File: src/rtl/irq2lvl_pkg.sv
package irq2lvl_pkg;
    typedef enum logic [1:0] {
        NEST_IDLE = 2'd0,
        NEST_L1   = 2'd1,
        NEST_L2   = 2'd2,
        NEST_BOTH = 2'd3
    } nest_state_t;

    localparam logic [1:0] ADDR_ENABLE = 2'd0;
    localparam logic [1:0] ADDR_LEVEL  = 2'd1;
    localparam logic [1:0] ADDR_STATUS = 2'd2;

    typedef struct packed {
        logic act2;
        logic act1;
        logic en2;
        logic en1;
    } status_t;
endpackage

File: src/rtl/irq2lvl_regs.sv
module irq2lvl_regs
    import irq2lvl_pkg::*;
#(
    parameter int N = 32
) (
    input  logic         clk,
    input  logic         rst_n,
    input  logic         we,
    input  logic [1:0]   addr,
    input  logic [N-1:0] wdata,
    input  logic         act1,
    input  logic         act2,
    output logic [N-1:0] en_mask,
    output logic [N-1:0] lvl_mask,
    output logic         en1,
    output logic         en2,
    output logic [N-1:0] rdata
);
    localparam int STAT_W = $bits(status_t);

    status_t stat;

    always_ff @(posedge clk or negedge rst_n) begin
        if (!rst_n) begin
            en_mask  <= '0;
            lvl_mask <= '0;
            en1      <= 1'b0;
            en2      <= 1'b0;
        end else if (we) begin
            unique case (addr)
                ADDR_ENABLE: en_mask  <= wdata;
                ADDR_LEVEL:  lvl_mask <= wdata;
                ADDR_STATUS: begin
                    en1 <= wdata[0];
                    en2 <= wdata[1];
                end
                default: ;
            endcase
        end
    end

    always_comb begin
        stat = '{act2: act2, act1: act1, en2: en2, en1: en1};
        unique case (addr)
            ADDR_ENABLE: rdata = en_mask;
            ADDR_LEVEL:  rdata = lvl_mask;
            ADDR_STATUS: rdata = {{(N-STAT_W){1'b0}}, stat};
            default:     rdata = '0;
        endcase
    end
endmodule

File: src/rtl/irq2lvl_pick.sv
module irq2lvl_pick #(
    parameter int N  = 32,
    parameter int IW = $clog2(N)
) (
    input  logic [N-1:0]  req,
    output logic          found,
    output logic [IW-1:0] idx
);
    always_comb begin
        found = |req;
        idx   = '0;
        for (int i = N - 1; i >= 0; i--) begin
            if (req[i]) idx = IW'(i);
        end
    end
endmodule

File: src/rtl/irq2lvl_nest.sv
module irq2lvl_nest
    import irq2lvl_pkg::*;
(
    input  logic clk,
    input  logic rst_n,
    input  logic take_ok,
    input  logic take_hi,
    input  logic ack,
    input  logic rti,
    output logic act1,
    output logic act2
);
    nest_state_t state_q, state_d;
    logic        accept;

    assign accept = ack && take_ok && !rti;

    always_ff @(posedge clk or negedge rst_n) begin
        if (!rst_n) state_q <= NEST_IDLE;
        else        state_q <= state_d;
    end

    always_comb begin
        state_d = state_q;
        unique case (state_q)
            NEST_IDLE: begin
                if (accept) state_d = take_hi ? NEST_L2 : NEST_L1;
            end
            NEST_L1: begin
                if (rti)                    state_d = NEST_IDLE;
                else if (accept && take_hi) state_d = NEST_BOTH;
            end
            NEST_L2: begin
                if (rti) state_d = NEST_IDLE;
            end
            NEST_BOTH: begin
                if (rti) state_d = NEST_L1;
            end
            default: state_d = NEST_IDLE;
        endcase
    end

    always_comb begin
        unique case (state_q)
            NEST_IDLE: begin act1 = 1'b0; act2 = 1'b0; end
            NEST_L1:   begin act1 = 1'b1; act2 = 1'b0; end
            NEST_L2:   begin act1 = 1'b0; act2 = 1'b1; end
            NEST_BOTH: begin act1 = 1'b1; act2 = 1'b1; end
            default:   begin act1 = 1'b0; act2 = 1'b0; end
        endcase
    end
endmodule

File: src/rtl/irq2lvl_ctrl.sv
module irq2lvl_ctrl #(
    parameter int N  = 32,
    parameter int IW = $clog2(N)
) (
    input  logic          clk,
    input  logic          rst_n,
    input  logic [N-1:0]  irq_in,
    input  logic          reg_we,
    input  logic [1:0]    reg_addr,
    input  logic [N-1:0]  reg_wdata,
    output logic [N-1:0]  reg_rdata,
    output logic          take_req,
    output logic [IW-1:0] take_line,
    output logic          take_level,
    input  logic          ack,
    input  logic          rti
);
    logic [N-1:0]  en_mask, lvl_mask;
    logic          en1, en2, act1, act2;
    logic [N-1:0]  pend_hi, pend_lo;
    logic          found_hi, found_lo;
    logic [IW-1:0] idx_hi, idx_lo;
    logic          elig_hi, elig_lo;

    irq2lvl_regs #(.N(N)) u_regs (
        .clk      (clk),
        .rst_n    (rst_n),
        .we       (reg_we),
        .addr     (reg_addr),
        .wdata    (reg_wdata),
        .act1     (act1),
        .act2     (act2),
        .en_mask  (en_mask),
        .lvl_mask (lvl_mask),
        .en1      (en1),
        .en2      (en2),
        .rdata    (reg_rdata)
    );

    assign pend_hi = irq_in & en_mask & lvl_mask;
    assign pend_lo = irq_in & en_mask & ~lvl_mask;

    irq2lvl_pick #(.N(N), .IW(IW)) u_pick_hi (
        .req   (pend_hi),
        .found (found_hi),
        .idx   (idx_hi)
    );

    irq2lvl_pick #(.N(N), .IW(IW)) u_pick_lo (
        .req   (pend_lo),
        .found (found_lo),
        .idx   (idx_lo)
    );

    assign elig_hi = found_hi && en2 && !act2;
    assign elig_lo = found_lo && en1 && !act1 && !act2;

    always_comb begin
        take_req   = elig_hi || elig_lo;
        take_level = elig_hi;
        if (elig_hi)      take_line = idx_hi;
        else if (elig_lo) take_line = idx_lo;
        else              take_line = '0;
    end

    irq2lvl_nest u_nest (
        .clk     (clk),
        .rst_n   (rst_n),
        .take_ok (take_req),
        .take_hi (take_level),
        .ack     (ack),
        .rti     (rti),
        .act1    (act1),
        .act2    (act2)
    );
endmodule

File: config.mk
export PLATFORM = sky130hd
export DESIGN_NAME = irq2lvl_ctrl
export DESIGN_NICKNAME = d
export VERILOG_FILES = /design/src/rtl/irq2lvl_pkg.sv /design/src/rtl/irq2lvl_regs.sv /design/src/rtl/irq2lvl_pick.sv /design/src/rtl/irq2lvl_nest.sv /design/src/rtl/irq2lvl_ctrl.sv
export SDC_FILE = /design/constraint.sdc
export NUM_CORES = 1
export LEC_CHECK = 0
export CORE_MARGIN = 3
export CORE_UTILIZATION = 50
export DETAILED_ROUTE_END_ITERATION = 6
export HOLD_SLACK_MARGIN = 0.02
export PLACE_DENSITY = 0.81
export SYNTH_ARGS = -nofsm -noshare
export SYNTH_HDL_FRONTEND = slang
export SYNTH_HIERARCHICAL = 1
export SYNTH_SLANG_ARGS = --single-unit
File: constraint.sdc
create_clock -name clk -period 5.1 [get_ports clk]
set_input_delay 0.765 -clock clk [delete_from_list [all_inputs] [get_ports clk]]
set_output_delay 0.765 -clock clk [all_outputs]
set_load 0.05 [all_outputs]
Yosys cells after proc, flatten, opt, wreduce, memory -nomap -nowiden

Cells that the tools add are included.

Eq/ne operators: 9
Mux-type cells: 76
Bitwise logic cells: 4
Reductions and logical operators: 24

Operators by type and width:

| cell                                           | count |
|---|---|
| 2-to-1 mux 5 bit                               | 66 |
| bitwise AND 32 bit                             | 3 |
| case mux 32 bit (3 select lines)               | 1 |
| OR reduction 32 bit                            | 2 |
| NOT 32 bit                                     | 1 |
| 2-to-1 mux 2 bit                               | 6 |
| logical AND 1 bit                              | 8 |
| case mux 2 bit (4 select lines)                | 1 |
| OR reduction 2 bit                             | 4 |
| == test 2 bit (second input constant)          | 3 |
| AND reduction 2 bit                            | 3 |
| == test 2 x 1 -> 1 bit (second input constant) | 2 |
| zero test 2 bit                                | 2 |
| != test 2 bit (second input constant)          | 2 |
| case mux 1 bit (2 select lines)                | 2 |
| AND reduction 4 bit                            | 1 |
| zero test 1 bit                                | 3 |
| != test 3 x 2 -> 1 bit (second input constant) | 1 |
| != test 2 x 1 -> 1 bit (second input constant) | 1 |
| logical OR 1 bit                               | 1 |

Bits in registers: 68
Input bits: 71
Output and inout bits: 39
Word-level logic and storage cells: 118

Longest topological paths before layout

Gate-level depths: netlist (run 1).

Word-level depth: 36
Mapped depth: 10

By module

The synthesis (run 1) kept the hierarchy.

By module, submodules not included:

| module       | times used | cells each | area each (sq um) |
|---|---|---|---|
| irq2lvl_regs | 1          | 214        | 3002.9 |
| irq2lvl_pick | 2          | 65         | 385.4 |
| irq2lvl_ctrl | 1          | 106        | 526.8 |
| irq2lvl_nest | 1          | 9          | 92.6 |

Worst setup path before layout (run 1)

Ideal clock, no wire load.

Kind: input port to output port
Start: input port irq_in[19]
End: output port take_req
Data arrival time: 2.662 ns
Data required time: 4.335 ns
Path slack: 1.673 ns
Cell stages on the path: 7
Buffers on the path: 1
Path through: and3_1 or4_4 nor3_2 nand4_1 and3b_1 buf_2 or2_1

RTL lines:

| element                          | RTL line           | RTL |
|---|---|---|
| start, declared                  | irq2lvl_ctrl.sv:7  | `input logic [N-1:0] irq_in,` |
| bitwise AND 32 bit (2 in series) | irq2lvl_ctrl.sv:40 | `assign pend_hi = irq_in & en_mask & lvl_mask;` |
| OR reduction 32 bit              | irq2lvl_pick.sv:10 | `found = \|req;` |
| via found_hi                     | irq2lvl_ctrl.sv:21 | `logic found_hi, found_lo;` |
| logical AND 1 bit (2 in series)  | irq2lvl_ctrl.sv:55 | `assign elig_hi = found_hi && en2 && !act2;` |
| via take_level                   | irq2lvl_ctrl.sv:14 | `output logic take_level,` |
| logical OR 1 bit                 | irq2lvl_ctrl.sv:59 | `take_req = elig_hi \|\| elig_lo;` |
| end, declared                    | irq2lvl_ctrl.sv:12 | `output logic take_req,` |

The timed path passes the listed nets, and every way through them passes these cells.

Final worst setup path (run 1)

Start: input port irq_in[27]
End: output port take_req

RTL lines:

| element                          | RTL line           | RTL |
|---|---|---|
| bitwise AND 32 bit (2 in series) | irq2lvl_ctrl.sv:40 |  |
| via pend_hi[27]                  | irq2lvl_ctrl.sv:20 | `logic [N-1:0] pend_hi, pend_lo;` |
| OR reduction 32 bit              | irq2lvl_pick.sv:10 |  |
| via found_hi                     | irq2lvl_ctrl.sv:21 |  |
| logical AND 1 bit (2 in series)  | irq2lvl_ctrl.sv:55 |  |
| logical OR 1 bit                 | irq2lvl_ctrl.sv:59 |  |

The timed path passes the listed nets, and every way through them passes these cells.

==> summary.json, run 1 <==
{
  "status": "finished clean",
  "grt_antenna_before_repair": 0,
  "critical_path.startpoint_type": "input port",
  "combPwrFrac_pct": 43.7,
  "max_slew_margin_pct": 39.54,
  "core_region_area_um2": 8382,
  "half_perimeter_wire_length_after_placement_um": 8889,
  "grt_pass1_wl_um": 19640,
  "clock_insertion_delay_worst_skew_ns": 0.34,
  "netSwitchingFraction_pct": 39.10,
  "grt_max_degree": 69,
  "global_routing_usage_on_met1_pct": 33.78,
  "worst_hold_margin_ns": 0.5389,
  "top_level_port_count": 110,
  "syn-instance-count": 459,
  "drt.antenna.violating_nets": 0,
  "grt_remaining_overflow": 0,
  "gp_routability_congestion": 0.9145,
  "final.setup_skew_ns": 0.007235,
  "design.die.area_um2": 9947,
  "timing.hold.worst.class": "register to register",
  "start_util_pct": 52.41,
  "syn-cell-area_um2": 4393,
  "cts_inserted_buffers": 9,
  "ctsHtreeMaxLevel": 3,
  "internal_power_mw": 1.294,
  "power.share.clock_pct": 21.6,
  "firstDrtPassIters": 5,
  "synth.net_count": 530,
  "groute.usage.overall_pct": 24.51,
  "wl_um": 11820,
  "worst-slew-pin-transition_ns": 0.9059,
  "busiest_layer_in_global_routing": "met2",
  "post_cts_buffers": 0,
  "synth_top_cell_area_share_pct": 38.74,
  "drt-vias-per-instance": 5.815,
  "path_class": "input port to output pin",
  "seq_area_frac_synth_pct": 38.74,
  "finish.net_count": 637,
  "total_of_flip_flops_plus_latches_after_synthesis": 68,
  "synth_async_sr_flop_share_pct": 100.0,
  "switching_power_mw": 0.8308,
  "cp_common_cell": "sky130_fd_sc_hd__clkdlybuf4s50_1",
  "hold_violations": 0,
  "worst-path-max-fanout": 9,
  "grt_util_met2_pct": 40.12,
  "ys_warn_count": 6,
  "timing.critical_path.slowest_stage_cell": "sky130_fd_sc_hd__clkdlybuf4s50_1",
  "synth_top_cell_by_area": "sky130_fd_sc_hd__dfrtp_1",
  "global_route.usage.met3_pct": 3.576,
  "drt-wirelength-per-cell_um": 17.48,
  "flow.area_growth_from_synthesis_pct": 30.73,
  "cellLeakagePower_nw": 2.490,
  "routed-via-count": 3931,
  "drt_drc_violations_left": 0,
  "yosysUniqueCellTypes": 43,
  "timing.fmax_mhz": 223.8,
  "antenna-diode-count": 0,
  "p_per_area_nw_per_um2": 370.0,
  "cts.clk_slew.worst_paths_ns": 0.07,
  "pwr-share-seq_pct": 34.7,
  "buffer_ports.inserted": 109,
  "post_synth.cell_area_avg_um2": 9.571,
  "synth_ff_type": "sky130_fd_sc_hd__dfrtp_1",
  "floorplan.die.height_um": 99.74,
  "clock_path_buffers": 2,
  "crit_path_end_kind": "output pin",
  "clock_tree.root_cell": "sky130_fd_sc_hd__clkbuf_8",
  "fillerInstances": 682,
  "post-route-period-util_pct": 87.63,
  "setup_viol": 0,
  "die_w_um": 99.74,
  "cts.repair.resized": 0,
  "tritoncts": "done",
  "holdBufCountCts": 0,
  "irDropWorstVdd_uv": 237.6,
  "first_iter_violations": 186,
  "numClockSinks": 68,
  "tns_ns": 0,
  "via_count_of_the_first_global_routing_pass": 3997,
  "max_cap_viol_count": 0,
  "rows": 33,
  "fin_crit_ns": 4.469,
  "cp_data_arrival_time_ns": 3.70,
  "ys_top_cells_by_area": "sky130_fd_sc_hd__dfrtp_1 (39%), sky130_fd_sc_hd__mux2_2 (16%), sky130_fd_sc_hd__mux2i_1 (7.3%)",
  "worst-endpoint-required_ns": 4.34,
  "critical_path.max_stage_delay_ns": 0.72,
  "finalMaxSlewViolations": 0,
  "layout_cell_share_with_drive_strength_beyond_1_pct": 16.99,
  "grt_setup_unrepaired": "no",
  "synth-edff-count": 0,
  "timing.critical_path.cells": "clkdlybuf4s50_1 -> and3_1 -> nor4_1 -> nand3_1 -> nor3_2 -> nand4_1 -> and3b_1 -> or2_1 -> clkdlybuf4s50_1"
}
per-layer routing:
layer  wire [µm]  up-vias
met2        5682      124
met3         653       19
met4         186        0
li1            -     1895
met5           0        -
met1        5296     1893
final timing paths:
kind	to	depth (start not counted)	start	slack, ns
max	take_req	9	irq_in[27]	0.63
min	u_regs/en_mask[29]	1	u_regs/en_mask[29]	0.54
max reg2reg	u_nest/state_q[0]	8	u_regs/lvl_mask[15]	2.43
min reg2reg	u_regs/en_mask[29]	1	u_regs/en_mask[29]	0.54
max in group asynchronous	u_regs/lvl_mask[4]	2	rst_n	3.90
min in group asynchronous	u_regs/en_mask[2]	2	rst_n	0.60
final cells by class:
| cell class | instances | area, µm² | area share, % |
|---|---|---|---|
| clock buffer | 12 | 155.1 | 2.702 |
| clock inverter | 4 | 47.55 | 0.8279 |
| inverter | 13 | 48.80 | 0.8497 |
| multi-input combinational | 361 | 2535 | 44.14 |
| sequential | 68 | 1702 | 29.63 |
| tap | 105 | 131.4 | 2.288 |
| timing repair buffer | 113 | 1124 | 19.56 |
registers in the layout (all words and copies together), names as in the netlist:
register	flops
u_regs/en1	1
u_nest/state_q	2
u_regs/en2	1
u_regs/lvl_mask	32
u_regs/en_mask	32
worst max-delay path, delay by kind of cell:
| kind | cells | cell delay (ns) |
|---|---|---|
| and+or+nand+nor | 7 | 1.78 |
| buffers and inverters | 2 | 1.15 |
stage by stage:
| stage | utilization, % | instances | worst slack (ns) | total power, mW | instance area [µm²] |
|---|---|---|---|---|---|
| 5_1_grt | 68.52 | 676 | 0.4512 | 2.241 | 5743 |
| 4_1_cts | 68.52 | 676 | 0.6510 | 2.123 | 5743 |
| 6_report | 68.52 | 676 | 0.6308 | 2.125 | 5743 |
| 2_1_floorplan | - | 459 | 1.673 | 1.370 | 4393 |
| 3_3_place_gp | 66.10 | 660 | 0.7080 | 1.643 | 5540 |
| 3_5_place_dp | 66.10 | 660 | 0.6560 | 1.668 | 5540 |
power by group through the flow:
| stage | registers [mW] | logic, mW | clock network, mW |
|---|---|---|---|
| after global routing | 0.758 | 0.996 | 0.487 |
| after floorplan | 0.718 | 0.652 | 0 |
| after global placement | 0.735 | 0.908 | 0 |
| final | 0.737 | 0.929 | 0.459 |
| after detailed placement | 0.746 | 0.922 | 0 |
| after CTS | 0.736 | 0.926 | 0.461 |
cell usage in the layout, fill, tap and decap left out, drive strengths merged, types with 3 or more instances in the layout:
cell and instances:
a2111oi 4, a21oi 15, a32o 5, and3 32, buf 6, clkbuf 12
clkdlybuf4s50 107, dfrtp 68, inv 13, mux2 66, mux2i 32, nand2 39
nand3 3, nor2 80, nor2b 3, nor3 14, nor3b 5, nor4 14
o21ai 6, o2bb2ai 4, o31ai 8, or4 8
synthesized netlist by cell type (5+ instances only):
cell type,instances
sky130_fd_sc_hd__nor2_1,80
sky130_fd_sc_hd__dfrtp_1,68
sky130_fd_sc_hd__mux2_2,62
sky130_fd_sc_hd__nand2_1,39
sky130_fd_sc_hd__and3_1,32
sky130_fd_sc_hd__mux2i_1,32
sky130_fd_sc_hd__a21oi_1,15
sky130_fd_sc_hd__nor4_1,14
sky130_fd_sc_hd__inv_1,13
sky130_fd_sc_hd__nor3_1,10
sky130_fd_sc_hd__buf_2,8
sky130_fd_sc_hd__o31ai_1,8
sky130_fd_sc_hd__a32o_1,5
kinds of logic after synthesis:
kind of cell	Yosys count	share of synthesized area, %
DFF	68	38.74
muxes	98	24.21
buffers and inverters	30	3.560
and+or+nand+nor	208	24.47
AOI/OAI and AO/OA	55	9.029
(Power assumes the default switching activity.)
==> inputs of run 2 (changes only) <==
Settings changed: SYNTH_HIERARCHICAL 1 to not set.
==> run 2 against run 1 <==
Wire length is 1.8% lower. Maximum frequency increased by 0.97%. Clock power up 6.3%. Register-to-register slack improved by 0.50 ns. Utilization up 0.57 points. Sequential power rose by 2%. Area after synthesis is 2.4% lower. Critical endpoint is now take_line[0].
==> summary.json, run 2 <==
{
  "buffer_ports.inserted": {"value": 109, "change": "unchanged"},
  "grt_remaining_overflow": {"value": 0, "change": "unchanged"},
  "clock_tree.root_cell": "sky130_fd_sc_hd__clkbuf_8",
  "ctsHtreeMaxLevel": {"value": 3, "change": "unchanged"},
  "preCtsSetupSlack": {"value": 0.7340, "unit": "ns", "change": "+0.07800 ns"},
  "gp_routability_congestion": {"value": 0.8825, "change": "-3.5%"},
  "synth_ff_type": "sky130_fd_sc_hd__dfrtp_1",
  "grt_pass1_wl": {"value": 19230, "unit": "µm", "change": "-2.1%"},
  "worst_hold_margin": {"value": 0.5542, "unit": "ns", "change": "+0.01536 ns"},
  "tritoncts": "done",
  "synth_async_sr_flop_share": {"value": 100.0, "unit": "%", "change": "unchanged"},
  "floorplan.die.height": {"value": 98.59, "unit": "µm", "change": "-1.1%"},
  "holdBufCountCts": {"value": 0, "change": "unchanged"},
  "antenna-diode-count": {"value": 0, "change": "unchanged"},
  "layout_cell_share_with_drive_strength_beyond_1": {"value": 17.35, "unit": "%", "change": "+0.36 points"},
  "hold_path_stages": {"value": 1, "change": "unchanged"},
  "syn-cell-area": {"value": 4287, "unit": "µm²", "change": "-2.4%"},
  "syn-instance-count": {"value": 443, "change": "-3.5%"},
  "synth_top_cell_by_area": "sky130_fd_sc_hd__dfrtp_1",
  "start_util": {"value": 51.91, "unit": "%", "change": "-0.50 points"},
  "synth.net_count": {"value": 514, "change": "-3.0%"},
  "cts_inserted_buffers": {"value": 9, "change": "unchanged"},
  "core_region_area": {"value": 8258, "unit": "µm²", "change": "-1.5%"},
  "critPathLaunch": "irq_in[21]",
  "most-common-layout-cells": "sky130_fd_sc_hd__clkdlybuf4s50_1 (107), sky130_fd_sc_hd__dfrtp_1 (68), sky130_fd_sc_hd__mux2_2 (66), sky130_fd_sc_hd__nor2_1 (44), sky130_fd_sc_hd__nand2_1 (41)",
  "hold_violations": {"value": 0, "change": "unchanged"},
  "ys_top_cells_by_area": "sky130_fd_sc_hd__dfrtp_1 (40%), sky130_fd_sc_hd__mux2_2 (17%), sky130_fd_sc_hd__mux2i_1 (7.5%)",
  "routed-via-count": {"value": 3945, "change": "+0.36%"},
  "clock_path_buffers": {"value": 2, "change": "unchanged"},
  "numClockSinks": {"value": 68, "change": "unchanged"},
  "max_slew_margin": {"value": 35.81, "unit": "%", "change": "-3.7 points"},
  "rows": {"value": 33, "change": "unchanged"},
  "design.die.area": {"value": 9720, "unit": "µm²", "change": "-2.3%"},
  "finish.net_count": {"value": 625, "change": "-1.9%"},
  "yosysUniqueCellTypes": {"value": 48, "change": "+12%"},
  "post-synth-top-count-cell": "sky130_fd_sc_hd__dfrtp_1",
  "seq_area_frac_synth": {"value": 39.70, "unit": "%", "change": "+0.96 points"},
  "die_w": {"value": 98.59, "unit": "µm", "change": "-1.1%"},
  "post-route-period-util": {"value": 86.79, "unit": "%", "change": "-0.84 points"},
  "cp_data_arrival_time": {"value": 3.66, "unit": "ns", "change": "-0.04 ns"},
  "layoutNonFillerInstCount": {"value": 664, "change": "-1.8%"},
  "setup_ws": {"value": 0.6738, "unit": "ns", "change": "+0.04300 ns"},
  "top_cells_by_instance_count_after_synthesis": "sky130_fd_sc_hd__dfrtp_1 (68), sky130_fd_sc_hd__mux2_2 (66), sky130_fd_sc_hd__nor2_1 (44), sky130_fd_sc_hd__nand2_1 (41), sky130_fd_sc_hd__nand3_1 (35)",
  "total_power": {"value": 2.135, "unit": "mW", "change": "+0.46%"},
  "drt_drc_violations_left": {"value": 0, "change": "unchanged"},
  "irDropWorstVdd": {"value": 204.7, "unit": "µV", "change": "-14%"},
  "via_count_of_the_first_global_routing_pass": {"value": 4014, "change": "+0.43%"},
  "path_class": "input port to output pin",
  "synth-edff-count": {"value": 0, "change": "unchanged"},
  "wl": {"value": 11610, "unit": "µm", "change": "-1.8%"},
  "ys_warn_count": {"value": 0, "change": "-6"},
  "flow.area_growth_from_synthesis_pct": 33.10,
  "r2r_start": "u_regs.en_mask[29]",
  "finalMaxSlewViolations": {"value": 0, "change": "unchanged"},
  "grt_max_degree": {"value": 69, "change": "unchanged"},
  "fin_crit": {"value": 4.426, "unit": "ns", "change": "-0.04300 ns"},
  "cts.clk_slew.worst_paths": {"value": 0.07, "unit": "ns", "change": "about the same"},
  "worst-slew-pin-transition": {"value": 0.9599, "unit": "ns", "change": "+0.05398 ns"},
  "drt-vias-per-instance": {"value": 5.941, "change": "+2.2%"},
  "groute.usage.overall": {"value": 24.48, "unit": "%", "change": "-0.036 points"},
  "critical_path.startpoint_type": "input port",
  "worst-endpoint-required": {"value": 4.34, "unit": "ns", "change": "about the same"},
  "min_from": "u_regs.lvl_mask[9]",
  "half_perimeter_wire_length_after_placement": {"value": 8808, "unit": "µm", "change": "-0.91%"},
  "post_synth.cell_area_avg": {"value": 9.676, "unit": "µm²", "change": "+1.1%"},
  "tns": {"value": 0, "unit": "ns", "change": "unchanged"},
  "firstDrtPassIters": {"value": 5, "change": "unchanged"},
  "reg2reg_depth": {"value": 7, "change": "-1"},
  "clock_insertion_delay_worst_skew": {"value": 0.36, "unit": "ns", "change": "+0.02 ns"},
  "final.setup_skew": {"value": 0.007099, "unit": "ns", "change": "-0.0001357 ns"},
  "dp.cells": {"value": 648, "change": "-1.8%"},
  "max_cap_viol_count": {"value": 0, "change": "unchanged"},
  "cellLeakagePower": {"value": 2.441, "unit": "nW", "change": "-2.0%"},
  "grt_setup_unrepaired": "no",
  "setup_viol": {"value": 0, "change": "unchanged"},
  "synth_top_cell_area_share": {"value": 39.70, "unit": "%", "change": "+0.96 points"},
  "top_level_port_count": {"value": 110, "change": "unchanged"},
  "timing.fmax": {"value": 225.9, "unit": "MHz", "change": "+0.97%"},
  "layout_top_registers": "u_regs.en_mask (32), u_regs.lvl_mask (32), u_nest.state_q (2)",
  "total_of_flip_flops_plus_latches_after_synthesis": {"value": 68, "change": "unchanged"},
  "crit_path_end_kind": "output pin",
  "status": "finished clean",
  "drt.antenna.violating_nets": {"value": 0, "change": "unchanged"},
  "p_per_area": {"value": 374.1, "unit": "nW/µm²", "change": "+1.1%"},
  "first_iter_violations": {"value": 146, "change": "-22%"},
  "worst-path-max-fanout": {"value": 10, "change": "+1"},
  "timing.hold.worst.class": "register to register",
  "cts.repair.resized": {"value": 0, "change": "unchanged"},
  "mostFrequentLayoutCell": "sky130_fd_sc_hd__clkdlybuf4s50_1",
  "grt_antenna_before_repair": {"value": 0, "change": "unchanged"},
  "drt-wirelength-per-cell": {"value": 17.48, "unit": "µm", "change": "about the same"},
  "post_cts_buffers": {"value": 0, "change": "unchanged"}
}
-- run 2: kinds of logic after synthesis --
group	share of synthesized area (%)
muxes	24.81
DFF	39.70
and+or+nand+nor	23.32
buffers and inverters	1.401
AOI/OAI and AO/OA	10.77
-- run 2: path summary, 6_finish.rpt --
kind	to	slack [ns]
setup / recovery	take_line[0]	0.67
hold / removal	u_regs.lvl_mask[9]	0.55
min in group asynchronous	u_regs.lvl_mask[4]	0.60
hold reg to reg	u_regs.lvl_mask[9]	0.55
max in group asynchronous	u_regs.en_mask[16]	3.95
setup reg to reg	u_nest.state_q[0]	2.93
-- run 2: power breakdown --
part / leakage [nW] / internal, mW / total (mW) / switching, mW
Sequential: 0.808 / 0.642 / 0.754 / 0.112
Combinational: 1.52 / 0.388 / 0.892 / 0.505
Clock: 0.113 / 0.286 / 0.488 / 0.202
Total: 2.44 / 1.32 / 2.13 / 0.819
-- run 2: final cells by class --
cell class | instances | area (µm²)
clock inverter | 5 | 75.07
multi-input combinational | 359 | 2530
fill | 692 | 2552
clock buffer | 11 | 141.4
tap | 105 | 131.4
inverter | 2 | 7.507
sequential | 68 | 1702
timing repair buffer | 114 | 1119
-- run 2: per-layer routing --
layer	global-route usage (%)	vias to the layer above	routed length, µm
met5	0	-	0
met4	7.983	0	216
met3	4.812	17	600
met2	39.89	130	5533
met1	32.95	1925	5259
li1	-	1873	-
-- run 2: through the flow --
stage	cell area [µm²]	util, %
floorplan	4287	-
detailed placement	5489	66.47
global route	5705	69.09
CTS	5705	69.09
finish	5705	69.09
global placement	5489	66.47
-- run 2: worst max-delay path, stage by stage --
cell                              delay [ns]
sky130_fd_sc_hd__clkdlybuf4s50_1        0.46
sky130_fd_sc_hd__nand3_1                0.18
sky130_fd_sc_hd__nand4_1                0.18
sky130_fd_sc_hd__nor4_1                 0.54
sky130_fd_sc_hd__a21oi_2                0.23
sky130_fd_sc_hd__nor2_2                 0.19
sky130_fd_sc_hd__nand2_1                0.09
sky130_fd_sc_hd__o22ai_1                0.19
sky130_fd_sc_hd__clkdlybuf4s50_1        0.84
==> inputs of run 3 (changes only) <==
Settings changed: CAP_MARGIN set to 5.
==> results of run 3 <==
The final DEF is identical to that of run 2; final timing and power are the same.
